$ cat src/rtl/txerr_pkg.sv
package txerr_pkg;

  typedef enum logic [1:0] {
    ST_IDLE = 2'd0,
    ST_SEND = 2'd1,
    ST_HOLD = 2'd2
  } txe_state_e;

  typedef struct packed {
    logic abort;
    logic retry;
    logic next_frame;
    logic invert_fcs;
    logic lost_carrier;
    logic late_col;
    logic underrun;
    logic normal_col;
  } txe_cmd_t;

endpackage

$ cat src/rtl/txe_slot_timer.sv
module txe_slot_timer #(
  parameter int SLOT_BITS = 512
) (
  input  logic clk,
  input  logic rst_n,
  input  logic clear_i,
  input  logic tick_i,
  output logic expired_o
);
  localparam int CW = $clog2(SLOT_BITS + 1);
  localparam logic [CW-1:0] SLOT_V = CW'(SLOT_BITS);

  logic [CW-1:0] cnt_q, cnt_d;
  logic          cnt_en;

  always_comb begin
    cnt_en = clear_i || (tick_i && (cnt_q != SLOT_V));
    cnt_d  = clear_i ? '0 : cnt_q + 1'b1;
  end

  always_ff @(posedge clk or negedge rst_n) begin
    if (!rst_n)      cnt_q <= '0;
    else if (cnt_en) cnt_q <= cnt_d;
  end

  assign expired_o = (cnt_q == SLOT_V);

  p_timer_range_r3: assert property (@(posedge clk) disable iff (!rst_n)
    cnt_q <= SLOT_V);
  p_timer_hold_r3: assert property (@(posedge clk) disable iff (!rst_n)
    (!clear_i && !tick_i) |=> (cnt_q == $past(cnt_q)));
endmodule

$ cat src/rtl/txe_attempt_tracker.sv
module txe_attempt_tracker #(
  parameter int MAX_TRIES = 16
) (
  input  logic clk,
  input  logic rst_n,
  input  logic bump_i,
  input  logic wipe_i,
  output logic final_try_o
);
  localparam int AW = $clog2(MAX_TRIES + 1);
  localparam logic [AW-1:0] LAST_V = AW'(MAX_TRIES - 1);

  logic [AW-1:0] cnt_q, cnt_d;
  logic          cnt_en;

  always_comb begin
    cnt_en = wipe_i || bump_i;
    cnt_d  = wipe_i ? '0 : cnt_q + 1'b1;
  end

  always_ff @(posedge clk or negedge rst_n) begin
    if (!rst_n)      cnt_q <= '0;
    else if (cnt_en) cnt_q <= cnt_d;
  end

  assign final_try_o = (cnt_q == LAST_V);

  p_attempt_bound_r6: assert property (@(posedge clk) disable iff (!rst_n)
    cnt_q <= LAST_V);
  p_no_bump_at_last_r6: assert property (@(posedge clk) disable iff (!rst_n)
    (bump_i && !wipe_i) |-> (cnt_q != LAST_V));
endmodule

$ cat src/rtl/txerr_supervisor.sv
module txerr_supervisor
  import txerr_pkg::*;
#(
  parameter int SLOT_BITS = 512,
  parameter int MAX_TRIES = 16
) (
  input  logic clk,
  input  logic rst_n,
  input  logic bit_tick_i,
  input  logic preamble_start_i,
  input  logic collision_i,
  input  logic fifo_dry_i,
  input  logic frame_buffered_i,
  input  logic tx_done_i,
  input  logic link_up_i,
  input  logic half_duplex_i,
  input  logic late_retry_en_i,
  input  logic underflow_rexmit_en_i,
  output logic abort_o,
  output logic retry_o,
  output logic next_frame_o,
  output logic invert_fcs_o,
  output logic inc_lost_carrier_o,
  output logic inc_late_collision_o,
  output logic inc_underrun_o,
  output logic normal_collision_o
);

  txe_state_e state_q, state_d;
  txe_cmd_t   cmd_q, cmd_d;
  logic       timer_clr, slot_expired;
  logic       try_bump, try_wipe, final_try;

  txe_slot_timer #(.SLOT_BITS(SLOT_BITS)) u_timer (
    .clk       (clk),
    .rst_n     (rst_n),
    .clear_i   (timer_clr),
    .tick_i    (bit_tick_i),
    .expired_o (slot_expired)
  );

  txe_attempt_tracker #(.MAX_TRIES(MAX_TRIES)) u_tries (
    .clk         (clk),
    .rst_n       (rst_n),
    .bump_i      (try_bump),
    .wipe_i      (try_wipe),
    .final_try_o (final_try)
  );

  always_comb begin
    state_d   = state_q;
    cmd_d     = '0;
    timer_clr = 1'b0;
    try_bump  = 1'b0;
    try_wipe  = 1'b0;
    unique case (state_q)
      ST_IDLE: begin
        if (preamble_start_i) begin
          timer_clr          = 1'b1;
          cmd_d.lost_carrier = !link_up_i;
          state_d            = ST_SEND;
        end
      end
      ST_SEND: begin
        if (fifo_dry_i) begin
          cmd_d.abort      = 1'b1;
          cmd_d.invert_fcs = 1'b1;
          cmd_d.underrun   = 1'b1;
          if (underflow_rexmit_en_i) begin
            state_d = ST_HOLD;
          end else begin
            cmd_d.next_frame = 1'b1;
            try_wipe         = 1'b1;
            state_d          = ST_IDLE;
          end
        end else if (collision_i && half_duplex_i) begin
          state_d = ST_IDLE;
          if (slot_expired) begin
            cmd_d.abort    = 1'b1;
            cmd_d.late_col = 1'b1;
            if (late_retry_en_i && !final_try) begin
              cmd_d.retry = 1'b1;
              try_bump    = 1'b1;
            end else begin
              cmd_d.next_frame = 1'b1;
              try_wipe         = 1'b1;
            end
          end else begin
            cmd_d.normal_col = 1'b1;
          end
        end else if (tx_done_i) begin
          cmd_d.next_frame = 1'b1;
          try_wipe         = 1'b1;
          state_d          = ST_IDLE;
        end
      end
      ST_HOLD: begin
        if (frame_buffered_i) begin
          cmd_d.retry = 1'b1;
          state_d     = ST_IDLE;
        end
      end
      default: state_d = ST_IDLE;
    endcase
  end

  always_ff @(posedge clk or negedge rst_n) begin
    if (!rst_n) begin
      state_q <= ST_IDLE;
      cmd_q   <= '0;
    end else begin
      state_q <= state_d;
      cmd_q   <= cmd_d;
    end
  end

  assign abort_o              = cmd_q.abort;
  assign retry_o              = cmd_q.retry;
  assign next_frame_o         = cmd_q.next_frame;
  assign invert_fcs_o         = cmd_q.invert_fcs;
  assign inc_lost_carrier_o   = cmd_q.lost_carrier;
  assign inc_late_collision_o = cmd_q.late_col;
  assign inc_underrun_o       = cmd_q.underrun;
  assign normal_collision_o   = cmd_q.normal_col;

  p_late_needs_half_r3: assert property (@(posedge clk) disable iff (!rst_n)
    inc_late_collision_o |-> $past(half_duplex_i && collision_i));
  p_late_aborts_r4: assert property (@(posedge clk) disable iff (!rst_n)
    inc_late_collision_o |-> abort_o);
  p_no_retry_when_off_r5: assert property (@(posedge clk) disable iff (!rst_n)
    (inc_late_collision_o && !$past(late_retry_en_i)) |-> (next_frame_o && !retry_o));
  p_retry_next_excl_r6: assert property (@(posedge clk) disable iff (!rst_n)
    !(retry_o && next_frame_o));
  p_underrun_marks_r7: assert property (@(posedge clk) disable iff (!rst_n)
    inc_underrun_o |-> (invert_fcs_o && abort_o));
  p_hold_no_next_r8: assert property (@(posedge clk) disable iff (!rst_n)
    (state_q == ST_HOLD) |-> !next_frame_o);
  p_lost_single_r11: assert property (@(posedge clk) disable iff (!rst_n)
    inc_lost_carrier_o |=> !inc_lost_carrier_o);
  p_late_single_r11: assert property (@(posedge clk) disable iff (!rst_n)
    inc_late_collision_o |=> !inc_late_collision_o);
  p_underrun_single_r11: assert property (@(posedge clk) disable iff (!rst_n)
    inc_underrun_o |=> !inc_underrun_o);
endmodule

$ cat config.mk
export PLATFORM = sky130hd
export DESIGN_NAME = txerr_supervisor
export DESIGN_NICKNAME = d
export VERILOG_FILES = /design/src/rtl/txerr_pkg.sv /design/src/rtl/txe_slot_timer.sv /design/src/rtl/txe_attempt_tracker.sv /design/src/rtl/txerr_supervisor.sv
export SDC_FILE = /design/constraint.sdc
export NUM_CORES = 1
export LEC_CHECK = 0
export CAP_MARGIN = 20
export CORE_UTILIZATION = 43
export DETAILED_ROUTE_END_ITERATION = 10
export PLACE_DENSITY = 0.65
export SETUP_SLACK_MARGIN = 0.15
export SYNTH_ARGS = -nofsm -noshare
export SYNTH_HDL_FRONTEND = slang
export SYNTH_HIERARCHICAL = 1
export SYNTH_SLANG_ARGS = --single-unit
$ cat constraint.sdc
create_clock -name clk -period 3.2 [get_ports clk]
set_input_delay 0.48 -clock clk [delete_from_list [all_inputs] [get_ports clk]]
set_output_delay 0.48 -clock clk [all_outputs]
set_load 0.005 [all_outputs]
### Word level (Yosys, flattened, before mapping)

Cells that the tools add are included.

* $add $sub $neg: 2
* eq/ne operators: 8
* reductions and logical operators: 9
* multiplexer cells: 43

Operators with widths (count)
* two-way mux 1 bit: 29
* two-way mux 2 bit: 8
* adder 10 x 1 -> 10 bit, second input constant: 1
* == test 10 bit, second input constant: 1
* two-way mux 10 bit: 1
* != test 10 bit, second input constant: 1
* two-way mux 3 bit: 2
* one-hot mux 2 bit (3 select lines): 1
* adder 5 x 1 -> 5 bit, second input constant: 1
* == test 5 x 4 -> 1 bit, second input constant: 1
* two-way mux 5 bit: 1
* != test 2 bit, second input constant: 2
* != test 4 bit, second input constant: 1
* logical AND 1 bit: 3
* AND reduction 3 bit: 1
* == test 2 x 1 -> 1 bit, second input constant: 1
* == test 2 bit, second input constant: 1
* logical NOT 1 bit: 2
* logical NOT 2 bit: 1
* logical OR 1 bit: 2
* one-hot mux 1 bit (2 select lines): 1

* register bits after elaboration: 25
* input port bits: 12
* output and inout port bits: 8

### Logic depth before layout (Yosys ltp)

* word-level depth: 9
* gate-level depth with buffers: 9
* gate-level depth less buffers: 9

### Cells and area by module

Netlist, hierarchy kept.

Modules (own cells, without submodules)
* txe_slot_timer: times used 1, cells an instance 65, area an instance 629.4 sq um
* txerr_supervisor: times used 1, cells an instance 41, area an instance 456.7 sq um
* txe_attempt_tracker: times used 1, cells an instance 23, area an instance 270.3 sq um

### Worst setup path before layout

Ideal clock, no wire load.

* kind: register -> register
* from: reg u_timer.cnt_q[5]
* to: reg u_tries.cnt_q[3]
* setup slack: 1.054 ns
* arrival time: 2.021 ns
* buffers on the path: 0
* cell stages (with the launch flop): 8
* required time: 3.075 ns
* cells stage by stage: dfrtp_1 > nor4_2 > and3_1 > and3_1 > a221oi_1 > nor2_1 > and2b_1 > mux2_4

* longest elaborated chain between the ends: 6

Ends and longest elaborated chain
* start, declared: line txe_slot_timer.sv:13 `logic [CW-1:0] cnt_q, cnt_d;`
* start signal, assigned: line txe_slot_timer.sv:23 `else if (cnt_en) cnt_q <= cnt_d;`
* == test 10 bit (*): line txe_slot_timer.sv:26 `assign expired_o = (cnt_q == SLOT_V);`
* via slot_expired: line txerr_supervisor.sv:31 `logic timer_clr, slot_expired;`
* two-way mux 1 bit: line txerr_supervisor.sv:78 `if (slot_expired) begin`
* two-way mux 1 bit: line txerr_supervisor.sv:76 `end else if (collision_i && half_duplex_i) begin`
* two-way mux 1 bit: line txerr_supervisor.sv:65 `if (fifo_dry_i) begin`
* two-way mux 1 bit: line txerr_supervisor.sv:56 `unique case (state_q)`
* two-way mux 5 bit or logical OR 1 bit (tied branches): line txe_attempt_tracker.sv:18, txe_attempt_tracker.sv:17
* end signal, assigned: line txe_attempt_tracker.sv:23 `else if (cnt_en) cnt_q <= cnt_d;`
* end, declared: line txe_attempt_tracker.sv:13 `logic [AW-1:0] cnt_q, cnt_d;`

The timed path passes the listed nets; every way through them passes the cells marked *.
A chain may end at the register's enable or synchronous reset.

### Worst setup path in the final report

* from: reg u_timer.cnt_q[2]
* to: reg u_tries.cnt_q[3]

Same word-level chain as after synthesis.

==> metrics.txt <==
status completed; largest net degree at the start of global routing 25; GRT Total Usage 18.4%; Cell variety after synth 44; flops & latches, synth 24; layout cells sized above 1 10.7%; Final Max Slew Viols 0; Vias per Instance 5.35; Non-Filler Instances 194; total of max-cap violations 0; GPL Wtd Cong 0.785; antenna cell count 0; Power Density 559 mW/mm^2; CTS tree yes; Post-CTS Resized 0; initial core utilization 44.8%; clock sink count 24; Die Wd 58.2 um; post-CTS setup buffers 0; H-Tree Level Count 1; sequential fraction of the synthesis area 44.3%; VDD IR max 0.214 mV; initial antenna violation count 0; RSZ-0062 raised after global routing false; die area 0.00338 sq mm; worst hold slack 0.496 ns; CORE AREA 0.00303 sq mm; post-DP HPWL 2.02 mm; Overflow after GRT 0; Clk pin slew, worst setup/hold paths 0.14 ns; fmax 0.405 GHz; Mapped Cells 129; synth warn 6; drt drc 0; setup TNS 0 ns; Num CTS Buffers 3; Arrival @ worst endpoint 2.69 ns; Die H 58.2 um; DRT antenna net count 0; IO Count 20; crit path max fanout 7; global-route wire length before repair 4.73 mm; clk_skew 0.00651 ns; largest cells by area after synthesis dfrtp_1, ha_1, a21oi_1, inv_1, mux2_4; Setup violations, final 0; via count 1037; top cells by count, synth dfrtp_1, inv_1, a21oi_1, ha_1, nor2_1; cell taking the most area after synthesis dfrtp_1; wire length per cell 14.1 um; syn nets 149; clock root buffer clkbuf_4; top-count cell post-synth dfrtp_1; Clock Path Buffers 2; hold_buf cts 0; DR iter-0 viols 34; placed cell area 0.00158 sq mm; final period utilization 77.2%; wirelength, routed 2.74 mm; Synth top area share 44.3%; area of the mapped netlist 0.00136 sq mm; top_reg_cell synth dfrtp_1; Area Growth Syn to Fin 20.3%; static leakage 0.737 nW; crit end category flip-flop; row count 20; Final Hold Vio Count 0; Async S/R FF share, synth 100%; fin crit period 2.47 ns; critical path class flip-flop to flip-flop; drt first pass iters 4; vias in the first global route 1028; # port buffers 19; Worst Hold Class primary input to asynchronous set/reset pin; fin area 0.00163 sq mm; Worst Tran Pin Value 0.511 ns; Final nets 171; Slew headroom 65.7%; dpl cells 190; startpoint types flip-flop; mean post-synth cell area 10.5 sq um; Clock Latency Late Sink 0.32 ns; Worst EP required 3.42 ns; Post-synth EDFFs 0
[cells in the final DEF (no fill, tap or decap), types with 4 or more instances in the layout]
master           netlist  final
nor2b_1                4      4
ha_1                   8      8
nand2_1                7      7
dfrtp_1               24     24
inv_1                  9      9
o31ai_1                4      4
clkdlybuf4s50_1        0     19
a21oi_1                8      8
nand3b_1               4      4
nor2_1                 8      8
[critical path, cell delays in order (launching register included)]
cell,delay (ns)
dfrtp_1,0.48
nor3_1,0.47
and3_1,0.29
and3_1,0.23
a221oi_1,0.09
nor2_1,0.35
and2b_1,0.23
mux2_4,0.24
[where the power goes]
group / leakage (nW) / internal (mW) / total (mW) / switching (mW)
combinational: 0.383 / 0.149 / 0.296 / 0.147
clock: 0.0279 / 0.127 / 0.222 / 0.0954
sequential: 0.326 / 0.347 / 0.394 / 0.0465
total: 0.737 / 0.623 / 0.911 / 0.289
[registers in the layout, indices dropped and copies added (netlist names)]
signal,count
inc_underrun_o,1
u_tries/cnt_q,5
abort_o,1
u_timer/cnt_q,10
retry_o,1
state_q,2
inc_lost_carrier_o,1
next_frame_o,1
inc_late_collision_o,1
normal_collision_o,1
[metrics by stage]
stage | power [mW] | setup slack [ns] | utilization [%]
after CTS | 0.922 | 0.724 | 53.9
after global routing | 0.968 | 0.512 | 53.9
after detailed placement | 0.696 | 0.747 | 52.1
final | 0.911 | 0.730 | 53.9
after floorplan | 0.585 | 1.05 | -
after global placement | 0.674 | 0.838 | 52.1
[worst paths after layout]
path	start	end	slack, ns	cells after the start
worst max-delay path	u_timer/cnt_q[2]	u_tries/cnt_q[3]	0.73	7
worst max register to register	u_timer/cnt_q[2]	u_tries/cnt_q[3]	0.73	7
worst min register to register	state_q[0]	state_q[0]	0.57	1
worst min-delay path	rst_n	u_timer/cnt_q[1]	0.50	2
max in group asynchronous	rst_n	u_timer/cnt_q[6]	2.46	2
min in group clk	state_q[0]	state_q[0]	0.57	1
[routing by layer]
metal / GRT usage, % / routed length (um)
met1: 24.8 / 1290
met2: 29.4 / 1340
met3: 2.46 / 68
met4: 8.16 / 38
met5: 0 / 0
[area by class of cell]
class	instances	area [sq um]
clock inverter	1	30.0
sequential	24	601
tap	44	55.1
multi-input combinational	93	692
clock buffer	3	22.5
timing repair buffer	20	198
inverter	9	33.8
fill	280	1400
[logic make-up (layout without fill, tap and decap cells)]
family / count (synthesis) / after routing / share of synthesized area, %
buffers and inverters: 12 / 33 / 4.70
and+or+nand+nor: 55 / 55 / 26.1
AOI/OAI and AO/OA: 23 / 23 / 11.8
DFF: 24 / 24 / 44.3
xor gates and xnor gates: 3 / 3 / 1.94
muxes: 4 / 4 / 3.78
adders and majority gates: 8 / 8 / 7.38
Note: power is estimated with default switching activity, not from simulation.
